`src/rtl/wavegen_pkg.sv`:
```
package wavegen_pkg;

  typedef enum logic [1:0] {K_NORM, K_CTC, K_FAST, K_DUAL} kind_e;
  typedef enum logic [2:0] {T_MAX, T_8B, T_9B, T_10B, T_CMPA, T_CAP} top_e;
  typedef enum logic [1:0] {U_IMM, U_TOP, U_BOT} upd_e;
  typedef enum logic [1:0] {F_MAX, F_TOP, F_BOT} flg_e;

  typedef struct packed {
    kind_e kind;
    top_e  top;
    upd_e  upd;
    flg_e  flg;
  } mode_cfg_t;

  function automatic mode_cfg_t decode_mode(input logic [3:0] m);
    mode_cfg_t c;
    unique case (m)
      4'd1:    c = '{K_DUAL, T_8B,  U_TOP, F_BOT};
      4'd2:    c = '{K_DUAL, T_9B,  U_TOP, F_BOT};
      4'd3:    c = '{K_DUAL, T_10B, U_TOP, F_BOT};
      4'd4:    c = '{K_CTC,  T_CMPA, U_IMM, F_MAX};
      4'd5:    c = '{K_FAST, T_8B,  U_TOP, F_TOP};
      4'd6:    c = '{K_FAST, T_9B,  U_TOP, F_TOP};
      4'd7:    c = '{K_FAST, T_10B, U_TOP, F_TOP};
      4'd8:    c = '{K_DUAL, T_CAP, U_BOT, F_BOT};
      4'd9:    c = '{K_DUAL, T_CMPA, U_BOT, F_BOT};
      4'd10:   c = '{K_DUAL, T_CAP, U_TOP, F_BOT};
      4'd11:   c = '{K_DUAL, T_CMPA, U_TOP, F_BOT};
      4'd12:   c = '{K_CTC,  T_CAP, U_IMM, F_MAX};
      4'd14:   c = '{K_FAST, T_CAP, U_TOP, F_TOP};
      4'd15:   c = '{K_FAST, T_CMPA, U_TOP, F_TOP};
      default: c = '{K_NORM, T_MAX, U_IMM, F_MAX}; // 0 and reserved 13
    endcase
    return c;
  endfunction

endpackage

```
`src/rtl/wavegen_mode_dec.sv`:
```
module wavegen_mode_dec
  import wavegen_pkg::*;
#(
  parameter int CNT_W = 16
) (
  input  logic [3:0]       mode_i,
  input  logic [CNT_W-1:0] cmpa_act_i,
  input  logic [CNT_W-1:0] cap_i,
  output mode_cfg_t        cfg_o,
  output logic [CNT_W-1:0] top_o
);
  localparam logic [CNT_W-1:0] TOP_8B  = CNT_W'(32'h00FF);
  localparam logic [CNT_W-1:0] TOP_9B  = CNT_W'(32'h01FF);
  localparam logic [CNT_W-1:0] TOP_10B = CNT_W'(32'h03FF);

  always_comb begin
    cfg_o = decode_mode(mode_i);
    unique case (cfg_o.top)
      T_8B:    top_o = TOP_8B;
      T_9B:    top_o = TOP_9B;
      T_10B:   top_o = TOP_10B;
      T_CMPA:  top_o = cmpa_act_i;
      T_CAP:   top_o = cap_i;
      default: top_o = '1;
    endcase
  end
endmodule

```
`src/rtl/wavegen_counter.sv`:
```
module wavegen_counter
  import wavegen_pkg::*;
#(
  parameter int CNT_W = 16
) (
  input  logic             clk_i,
  input  logic             rst_ni,
  input  logic             en_i,
  input  kind_e            kind_i,
  input  logic [CNT_W-1:0] top_i,
  output logic [CNT_W-1:0] cnt_o,
  output logic             up_o,
  output logic             ev_top_o,
  output logic             ev_bot_o,
  output logic             ev_max_o
);
  localparam logic [CNT_W-1:0] MAX_V = '1;

  logic [CNT_W-1:0] cnt_q;
  logic             up_q;

  always_ff @(posedge clk_i or negedge rst_ni) begin
    if (!rst_ni) begin
      cnt_q <= '0;
      up_q  <= 1'b1;
    end else if (en_i) begin
      unique case (kind_i)
        K_DUAL: begin
          if (up_q) begin
            if (cnt_q == top_i) begin
              if (top_i != '0) begin
                up_q  <= 1'b0;
                cnt_q <= cnt_q - 1'b1;
              end
            end else begin
              cnt_q <= cnt_q + 1'b1;
            end
          end else if (cnt_q == '0) begin
            up_q  <= 1'b1;
            cnt_q <= (top_i == '0) ? '0 : CNT_W'(1);
          end else begin
            cnt_q <= cnt_q - 1'b1;
          end
        end
        K_CTC, K_FAST: begin
          up_q  <= 1'b1;
          cnt_q <= (cnt_q == top_i) ? '0 : cnt_q + 1'b1;
        end
        default: begin
          up_q  <= 1'b1;
          cnt_q <= cnt_q + 1'b1;
        end
      endcase
    end
  end

  // events mark the count being left on this edge
  assign ev_top_o = en_i && (cnt_q == top_i);
  assign ev_bot_o = en_i && (cnt_q == '0) && !up_q;
  assign ev_max_o = en_i && (cnt_q == MAX_V);
  assign cnt_o    = cnt_q;
  assign up_o     = up_q;

  p_hold_r2: assert property (@(posedge clk_i) disable iff (!rst_ni)
    !en_i |=> $stable(cnt_o));
  p_dual_turn_r6: assert property (@(posedge clk_i) disable iff (!rst_ni)
    (kind_i == K_DUAL && en_i && up_q && cnt_q == top_i && top_i != '0)
      |=> (!up_o && cnt_o == $past(cnt_q) - 1'b1));
  p_wrap_r5: assert property (@(posedge clk_i) disable iff (!rst_ni)
    ((kind_i == K_CTC || kind_i == K_FAST) && en_i && cnt_q == top_i) |=> cnt_o == '0);
endmodule

```
`src/rtl/wavegen_cmp_chan.sv`:
```
module wavegen_cmp_chan
  import wavegen_pkg::*;
#(
  parameter int CNT_W = 16
) (
  input  logic             clk_i,
  input  logic             rst_ni,
  input  logic             we_i,
  input  logic [CNT_W-1:0] wdata_i,
  input  logic             imm_i,
  input  logic             load_i,
  input  logic             en_i,
  input  kind_e            kind_i,
  input  logic [CNT_W-1:0] cnt_i,
  input  logic             up_i,
  input  logic             wrap_i,
  output logic [CNT_W-1:0] act_o,
  output logic             pwm_o
);
  logic [CNT_W-1:0] buf_q, act_q;
  logic             pwm_q;
  logic             match;

  assign match = en_i && (cnt_i == act_q);

  always_ff @(posedge clk_i or negedge rst_ni) begin
    if (!rst_ni) begin
      buf_q <= '0;
      act_q <= '0;
    end else begin
      if (we_i) buf_q <= wdata_i;
      if (imm_i && we_i) act_q <= wdata_i;
      else if (load_i)   act_q <= buf_q;
    end
  end

  always_ff @(posedge clk_i or negedge rst_ni) begin
    if (!rst_ni) begin
      pwm_q <= 1'b0;
    end else begin
      unique case (kind_i)
        K_FAST: begin
          if (wrap_i)     pwm_q <= 1'b1;  // wrap wins over match
          else if (match) pwm_q <= 1'b0;
        end
        K_DUAL: if (match) pwm_q <= !up_i;
        default: pwm_q <= 1'b0;
      endcase
    end
  end

  assign act_o = act_q;
  assign pwm_o = pwm_q;

  p_act_hold_r7: assert property (@(posedge clk_i) disable iff (!rst_ni)
    (!(imm_i && we_i) && !load_i) |=> $stable(act_o));
  p_pwm_low_r10: assert property (@(posedge clk_i) disable iff (!rst_ni)
    (kind_i == K_NORM || kind_i == K_CTC) |=> !pwm_o);
endmodule

```
`src/rtl/wavegen_timer.sv`:
```
module wavegen_timer
  import wavegen_pkg::*;
(
  input  logic        clk_i,
  input  logic        rst_ni,
  input  logic        cnt_en_i,
  input  logic [3:0]  mode_i,
  input  logic        ocra_we_i,
  input  logic        ocrb_we_i,
  input  logic        cap_we_i,
  input  logic [15:0] wdata_i,
  input  logic        ovf_clr_i,
  output logic [15:0] cnt_o,
  output logic        ovf_flag_o,
  output logic        pwm_a_o,
  output logic        pwm_b_o
);
  localparam int CNT_W = 16;
  localparam int N_CH  = 2;

  mode_cfg_t        cfg;
  logic [CNT_W-1:0] top_v, cnt, cap_q;
  logic [CNT_W-1:0] act [N_CH];
  logic [N_CH-1:0]  we_v, pwm_v;
  logic             up, ev_top, ev_bot, ev_max;
  logic             load, set_ev, ovf_q;

  assign we_v = {ocrb_we_i, ocra_we_i};

  always_ff @(posedge clk_i or negedge rst_ni) begin
    if (!rst_ni)       cap_q <= '0;
    else if (cap_we_i) cap_q <= wdata_i;
  end

  wavegen_mode_dec #(.CNT_W(CNT_W)) u_dec (
    .mode_i     (mode_i),
    .cmpa_act_i (act[0]),
    .cap_i      (cap_q),
    .cfg_o      (cfg),
    .top_o      (top_v)
  );

  wavegen_counter #(.CNT_W(CNT_W)) u_cnt (
    .clk_i    (clk_i),
    .rst_ni   (rst_ni),
    .en_i     (cnt_en_i),
    .kind_i   (cfg.kind),
    .top_i    (top_v),
    .cnt_o    (cnt),
    .up_o     (up),
    .ev_top_o (ev_top),
    .ev_bot_o (ev_bot),
    .ev_max_o (ev_max)
  );

  always_comb begin
    unique case (cfg.upd)
      U_TOP:   load = ev_top;
      U_BOT:   load = ev_bot;
      default: load = 1'b0;
    endcase
    unique case (cfg.flg)
      F_TOP:   set_ev = ev_top;
      F_BOT:   set_ev = ev_bot;
      default: set_ev = ev_max;
    endcase
  end

  for (genvar g = 0; g < N_CH; g++) begin : g_ch
    wavegen_cmp_chan #(.CNT_W(CNT_W)) u_ch (
      .clk_i   (clk_i),
      .rst_ni  (rst_ni),
      .we_i    (we_v[g]),
      .wdata_i (wdata_i),
      .imm_i   (cfg.upd == U_IMM),
      .load_i  (load),
      .en_i    (cnt_en_i),
      .kind_i  (cfg.kind),
      .cnt_i   (cnt),
      .up_i    (up),
      .wrap_i  (ev_top),
      .act_o   (act[g]),
      .pwm_o   (pwm_v[g])
    );
  end

  always_ff @(posedge clk_i or negedge rst_ni) begin
    if (!rst_ni)        ovf_q <= 1'b0;
    else if (set_ev)    ovf_q <= 1'b1;
    else if (ovf_clr_i) ovf_q <= 1'b0;
  end

  assign cnt_o      = cnt;
  assign ovf_flag_o = ovf_q;
  assign pwm_a_o    = pwm_v[0];
  assign pwm_b_o    = pwm_v[1];

  p_ovf_set_r11: assert property (@(posedge clk_i) disable iff (!rst_ni)
    set_ev |=> ovf_flag_o);
  p_ovf_clr_r11: assert property (@(posedge clk_i) disable iff (!rst_ni)
    (ovf_clr_i && !set_ev) |=> !ovf_flag_o);
  p_ovf_hold_r11: assert property (@(posedge clk_i) disable iff (!rst_ni)
    (!ovf_clr_i && !set_ev) |=> $stable(ovf_flag_o));
endmodule

```
`config.mk`:
```
export PLATFORM = sky130hd
export DESIGN_NAME = wavegen_timer
export DESIGN_NICKNAME = d
export VERILOG_FILES = /design/src/rtl/wavegen_pkg.sv /design/src/rtl/wavegen_mode_dec.sv /design/src/rtl/wavegen_counter.sv /design/src/rtl/wavegen_cmp_chan.sv /design/src/rtl/wavegen_timer.sv
export SDC_FILE = /design/constraint.sdc
export NUM_CORES = 1
export LEC_CHECK = 0
export BUFFER_PORTS_ARGS = -buffer_cell sky130_fd_sc_hd__buf_2
export CORE_MARGIN = 1.5
export CORE_UTILIZATION = 45
export DETAILED_ROUTE_END_ITERATION = 16
export GPL_TIMING_DRIVEN = 0
export PLACE_DENSITY = 0.67
export SYNTH_ARGS = -nofsm -noshare
export SYNTH_HDL_FRONTEND = slang
export SYNTH_SLANG_ARGS = --single-unit
```
`constraint.sdc`:
```
create_clock -name clk_i -period 8.8 [get_ports clk_i]
set_clock_uncertainty 0.2 [all_clocks]
set_input_delay 0.44 -clock clk_i [delete_from_list [all_inputs] [get_ports clk_i]]
set_output_delay 0.44 -clock clk_i [all_outputs]
set_load 0.01 [all_outputs]
```
---- Word-level counts from Yosys, hierarchy flattened ----
Memory sizes are Yosys's and may differ from the RTL's.
Cells that the tools add are included.
storage, ports and cells
  register bits ........................... 100
  bits of input ports ..................... 27
  memories kept ........................... 1
  bits in read-only memories .............. 144
operators by class
  equality and inequality tests ........... 21
  multiplexer cells ....................... 29
  reduce and logical (&&, ||, !) cells .... 20
  $add $sub $neg .......................... 2
memories
  memory            words  bits a word  read ports  clocked after memory_dff  write ports  RTL line           text
  (name not given)  16     9            1           0                         0            wavegen_pkg.sv:17  unique case (m)
operators by type and width
  operator                                                                 number
  16-bit two-way mux                                                       9
  16-bit one-hot mux with 5 select lines                                   1
  16-bit == test                                                           3
  16-bit logical NOT                                                       2
  16-bit one-hot mux with 2 select lines                                   1
  16-bit by 1-bit adder with 16-bit output, second input constant          1
  16-bit == test, second input constant                                    1
  16-bit nonzero test                                                      1
  16-bit by 1-bit subtractor with 16-bit output, second input constant     1
  1-bit two-way mux                                                        14
  2-bit == test, second input constant                                     4
  1-bit logical AND                                                        8
  1-bit one-hot mux with 2 select lines                                    4
  2-bit by 1-bit == test with 1-bit output, second input constant          3
  3-bit by 2-bit == test with 1-bit output, second input constant          2
  3-bit == test, second input constant                                     2
  3-bit by 2-bit inequality test with 1-bit output, second input constant  2
  2-bit AND reduction                                                      3
  2-bit nonzero test                                                       3
  2-bit by 1-bit inequality test with 1-bit output, second input constant  2
  4-bit inequality test, second input constant                             1
  3-bit by 1-bit == test with 1-bit output, second input constant          1
  2-bit logical NOT                                                        1
  2-bit OR reduction                                                       1
  1-bit logical NOT                                                        1

---- Depth between registers and ports, before layout ----
An unclocked memory read counts as a cell.
  depth after elaboration ................. 8
  gate-level depth with buffers ........... 15

---- Modules after synthesis ----
Synthesis repeated with hierarchy kept, for this count alone.
second synthesis, totals
  cell total of the unflattened synthesis .. 640
  area, all modules ....................... 6344.8 um2
by module, submodules not included
  module            cells each  times used  seq. area each (um2)  area an instance (um2)
  wavegen_cmp_chan  134         2           825.8                 1554.0
  wavegen_counter   238         1           426.7                 1905.6
  wavegen_timer     50          1           425.4                 789.5
  wavegen_mode_dec  84          1           0.0                   541.8

---- Least setup slack after synthesis ----
Ideal clock, no wire load.
  path kind ............................... input port to flip-flop
  start ................................... in mode_i[3]
  end ..................................... reg u_cnt.cnt_q[10] (netlist: u_cnt.cnt_o[10])
  arrival time ............................ 3240 ps
  path slack .............................. 5236 ps
  path buffers ............................ 2
  cell stages on the path ................. 11
  cells stage by stage .................... or4b_1 > buf_2 > nor2_1 > a21oi_1 > a2111oi_4 > nand4_2 > or2_1 > o41a_1 > buf_2 > mux2_1 > a211o_1
on the way
  cells in the longest elaborated chain, start to end .. 7
  elaborated cells between the ends (all ways) .. 19
  classes of those cells .................. eq/ne: 10; mux: 5; reduce/logical: 3; memory: 1
RTL lines
  item                                         RTL line                                      text
  from (decl)                                  wavegen_timer.sv:7                            input logic [3:0] mode_i,
  memory 16 x 9 bit (*)                        --
  3-bit == test, or another cell as far along  wavegen_mode_dec.sv:18                        unique case (cfg_o.top)
  16-bit one-hot mux with 5 select lines       wavegen_mode_dec.sv:18
  16-bit == test                               wavegen_counter.sv:30, wavegen_counter.sv:47
  16-bit two-way mux                           wavegen_counter.sv:30                         if (cnt_q == top_i) begin
  16-bit two-way mux                           wavegen_counter.sv:29                         if (up_q) begin
  16-bit one-hot mux with 2 select lines       wavegen_counter.sv:27                         unique case (kind_i)
  to (signal assigned)                         wavegen_counter.sv:33                         cnt_q <= cnt_q - 1'b1;
  to (signal assigned)                         wavegen_counter.sv:47                         cnt_q <= (cnt_q == top_i) ? '0 : cnt_q + 1'b1;
  to (signal assigned)                         wavegen_counter.sv:51                         cnt_q <= cnt_q + 1'b1;
  to (decl)                                    wavegen_counter.sv:19                         logic [CNT_W-1:0] cnt_q;
Mark *: on every way between the ends. The rest lies on a longest branch, timed or not.
A chain may end at the register's enable or synchronous reset.

---- Final worst setup path ----
  start ................................... reg u_cnt.cnt_q[0] (netlist: u_cnt.cnt_o[0])
  end ..................................... reg u_cnt.cnt_q[6] (netlist: u_cnt.cnt_o[6])
on the way
  cells in the longest elaborated chain, start to end .. 5
  elaborated cells between the ends (all ways) .. 12
  classes of those cells .................. add/sub: 2; eq/ne: 2; mux: 6; reduce/logical: 2
RTL lines
  item                                           RTL line                                      text
  from (signal assigned)                         wavegen_counter.sv:33
  from (signal assigned)                         wavegen_counter.sv:36                         cnt_q <= cnt_q + 1'b1;
  from (signal assigned)                         wavegen_counter.sv:40                         cnt_q <= (top_i == '0) ? '0 : CNT_W'(1);
  16-bit by 1-bit subtractor with 16-bit output  wavegen_counter.sv:33, wavegen_counter.sv:42
  16-bit two-way mux                             wavegen_counter.sv:31                         if (top_i != '0) begin
  16-bit two-way mux                             wavegen_counter.sv:30
  16-bit two-way mux                             wavegen_counter.sv:29
  16-bit one-hot mux with 2 select lines         wavegen_counter.sv:27
Several ways; a longest one is shown, not always the timed one. The select of a mux whose other input is x is not followed.

==> out/metrics.csv <==
stage,metric,value,unit
clock_network,worst skew pair latency,360,ps
clock_network,CTS clock-pin slew for the worst setup and hold paths,80,ps
drt,WL final,19500,um
die,die area,0.0151,mm^2
setup_path,WS Path Type,flop to flop,
drt,Routed Antenna Nets,0,
sta,unrepaired setup endpoints after global routing,false,
sta,max-slew violations,0,
die,chip height,123,um
pwr,Leakage,3.03,nW
synthesis,ys async rst share,1.00,
setup_path,worst endpoint required time,8840,ps
synthesis,synth warn,0,
worst_hold_path,Hold Crit Depth,2,
die,Core Footprint,0.0139,mm^2
sta,Final Hold Viols,0,
setup_path,Worst setup EP type,flop,
clock_network,Post-CTS Setup Repair Bufs,0,
worst_hold_path,hold path endpoint,ovf_flag_o,
drt,Pre-Repair DR Iteration Count,5,
sta,min Tclk post-route,4440,ps
grt,Tot GR Track Use,0.274,
synthesis,Synth area leader,dfrtp_1,
clock_network,CTS Buf Count,9,
synthesis,Area contributors post-synth,"dfrtp_1 (38%), mux2_2 (9.8%), nand2_1 (5.6%)",
pwr,Max VDD drop,129,uV
layout,Finished Layout Cells,964,
layout,Final nets,817,
pwr,PD cells,214,mW/mm^2
synthesis,number of synthesized flops with an enable pin,0,
die,Initial Utilization,0.463,
sta,# setup viols final,0,
layout,Layout area overhead,12.0,%
sta,period utilisation layout,0.505,
synthesis,Unique masters post-synth,61,
clock_network,H-tree depth,3,
placed_design,PortBufs,42,
die,Ports,46,
placed_design,Final Wtd Congestion,0.928,
placed_design,Placed Instances,948,
setup_path,RR Startpoint,u_cnt.cnt_o[0],
drt,Iteration-0 DRC Markers,496,
synthesis,Syn Nets,762,
layout,diode count,0,
clock_network,CTS Buffer Depth,2,
worst_hold_path,Min-Delay Path Class,input pin to flop,
drt,wire per inst,20.2,um
placed_design,hpwl dp,15000,um
worst_hold_path,Worst Hold Launch,ovf_clr_i,
synthesis,Post-Syn Area,0.00645,mm^2
clock_network,CTS Sinks,100,
drt,number of remaining DRC errors,0,
flow_run,# Max-Cap Violations,0,
drt,via count,5848,
die,die width,123,um
grt,grt total ovfl,0,
synthesis,top cell type's share of synthesized area,0.384,
synthesis,dominant synthesized flop cell,dfrtp_1,
clock_network,CTS Root Cell,clkbuf_16,
run_status,run status,"complete, no violations",
sta,Worst-Margin Slew,992,ps
synthesis,"Seq/Total Area, Yosys",0.388,
setup_path,R2R Path End,u_cnt.cnt_o[6],
grt,largest net degree at the start of global routing,76,
sta,setup TNS,0,ps
setup_path,"Max FO, Critical Path",10,
layout,share of cells above drive strength 1,0.177,
clock_network,CTS tree,yes,
setup_path,CP startpoint kind,flop,
placed_design,post-placement setup slack,4290,ps
setup_path,CP arrival,4490,ps
grt,initial antenna violation count,0,
grt,global-route wire length before repair,31500,um
synthesis,Yosys reg bits,100,
sta,FMAX,0.225,GHz
synthesis,Synth Area per Inst,8.89,um^2
sta,slew margin rel.,0.334,
sta,Worst Slack Setup Final,4360,ps
die,# rows,43,
grt,vias in the first global route,5812,
setup_path,slack of the worst reg-to-reg path,4360,ps
drt,drt via density,6.07,
synthesis,cells after synthesis,725,
setup_path,worst reg-to-reg path cell count,12,
## cell usage after synthesis, drive strengths merged, types with 5 or more instances
library cell / n
xnor2: 23
nand4: 8
clkbuf: 39
o31ai: 6
ha: 10
and3: 9
dfrtp: 99
nor2b: 5
mux2i: 7
o22ai: 18
or3: 7
o21ai: 23
nand2: 96
xor2: 12
a2111oi: 5
a22o: 7
a21oi: 23
nor4: 13
nor2: 62
nand3: 22
mux2: 58
a31oi: 36
nor3: 18
buf: 17
nand2b: 20
inv: 21
## sequential cells by signal, indices dropped and copies added, names as in the netlist
name             cells
u_cnt.up_o           1
g_ch.u_ch.buf_q     32
u_cnt.cnt_o         16
cap_q               16
g_ch.u_ch.act_o     32
g_ch.u_ch.pwm_o      2
ovf_flag_o           1
## worst max path at each step
stage                               from  cells after the start               to
final                     u_cnt.cnt_o[0]                     12   u_cnt.cnt_o[6]
after global routing      u_cnt.cnt_o[0]                     12   u_cnt.cnt_o[6]
after CTS                 u_cnt.cnt_o[0]                     12   u_cnt.cnt_o[6]
after detailed placement       mode_i[3]                     12  u_cnt.cnt_o[15]
after global placement         mode_i[3]                     11  u_cnt.cnt_o[15]
after floorplan                mode_i[3]                     11  u_cnt.cnt_o[10]
## power by group
| group | internal (mW) | total, mW | switching [mW] |
|---|---|---|---|
| clock | 0.223 | 0.419 | 0.195 |
| combinational | 0.211 | 0.531 | 0.320 |
| sequential | 0.529 | 0.598 | 0.0682 |
| total | 0.964 | 1.55 | 0.584 |
## layout make-up
cell class / count / area (um^2)
buffer: 56 / 225
clock buffer: 9 / 225
clock inverter: 6 / 73.8
fill: 1323 / 6710
inverter: 22 / 82.6
multi-input combinational: 547 / 3630
sequential: 100 / 2500
tap: 180 / 225
timing repair buffer: 44 / 250
## metal layers
layer / vias to the layer above / track usage / wire length (um)
li1: 2729 / - / -
met1: 2871 / 0.355 / 8590
met2: 208 / 0.461 / 9440
met3: 40 / 0.0418 / 860
met4: 0 / 0.104 / 573
met5: - / 0 / 0
## per-stage QoR
step	total power [mW]	hold WS (ps)	utilization	instance area [um^2]
after detailed placement	1.13	203	0.496	6910
after CTS	1.54	111	0.518	7220
final	1.55	119	0.518	7220
after floorplan	0.954	-55.6	-	6450
after global placement	1.12	289	0.494	6880
after global routing	1.63	153	0.518	7220
## cells by family after synthesis
kind of cell | share of synthesized area
AND/OR/NAND/NOR | 0.209
AO/OA/AOI/OAI | 0.176
flip-flops | 0.388
buffers and inverters | 0.0477
multiplexers | 0.112
XOR/XNOR | 0.0476
adder cells (fa/ha/maj) | 0.0194
## timing repair
item,4_1_cts,5_1_grt
gates resized for setup,0,0
endpoints found under the setup margin,0,0
endpoints found under the hold margin,24,0
hold buffers,1,0
## critical path: stages, from the launching register on
cell and delay, ps:
dfrtp_1 400, clkbuf_1 280, inv_1 290, ha_1 300, inv_1 130, nor4_1 620
nand4b_1 360, nand2_1 180, nor2_1 150, o21ai_0 600, buf_2 370, nor2_1 110
a211o_1 340
## cell usage in the layout, fill, tap and decap left out, types with 22 or more instances in the layout
| cell | count |
|---|---|
| nand3_1 | 22 |
| nand2_1 | 96 |
| a31oi_1 | 36 |
| o21ai_0 | 23 |
| clkbuf_1 | 39 |
| xnor2_1 | 23 |
| buf_2 | 53 |
| dfrtp_1 | 99 |
| nor2_1 | 62 |
| a21oi_1 | 23 |
| mux2_2 | 56 |
Note: power is estimated with default switching activity, not from simulation.
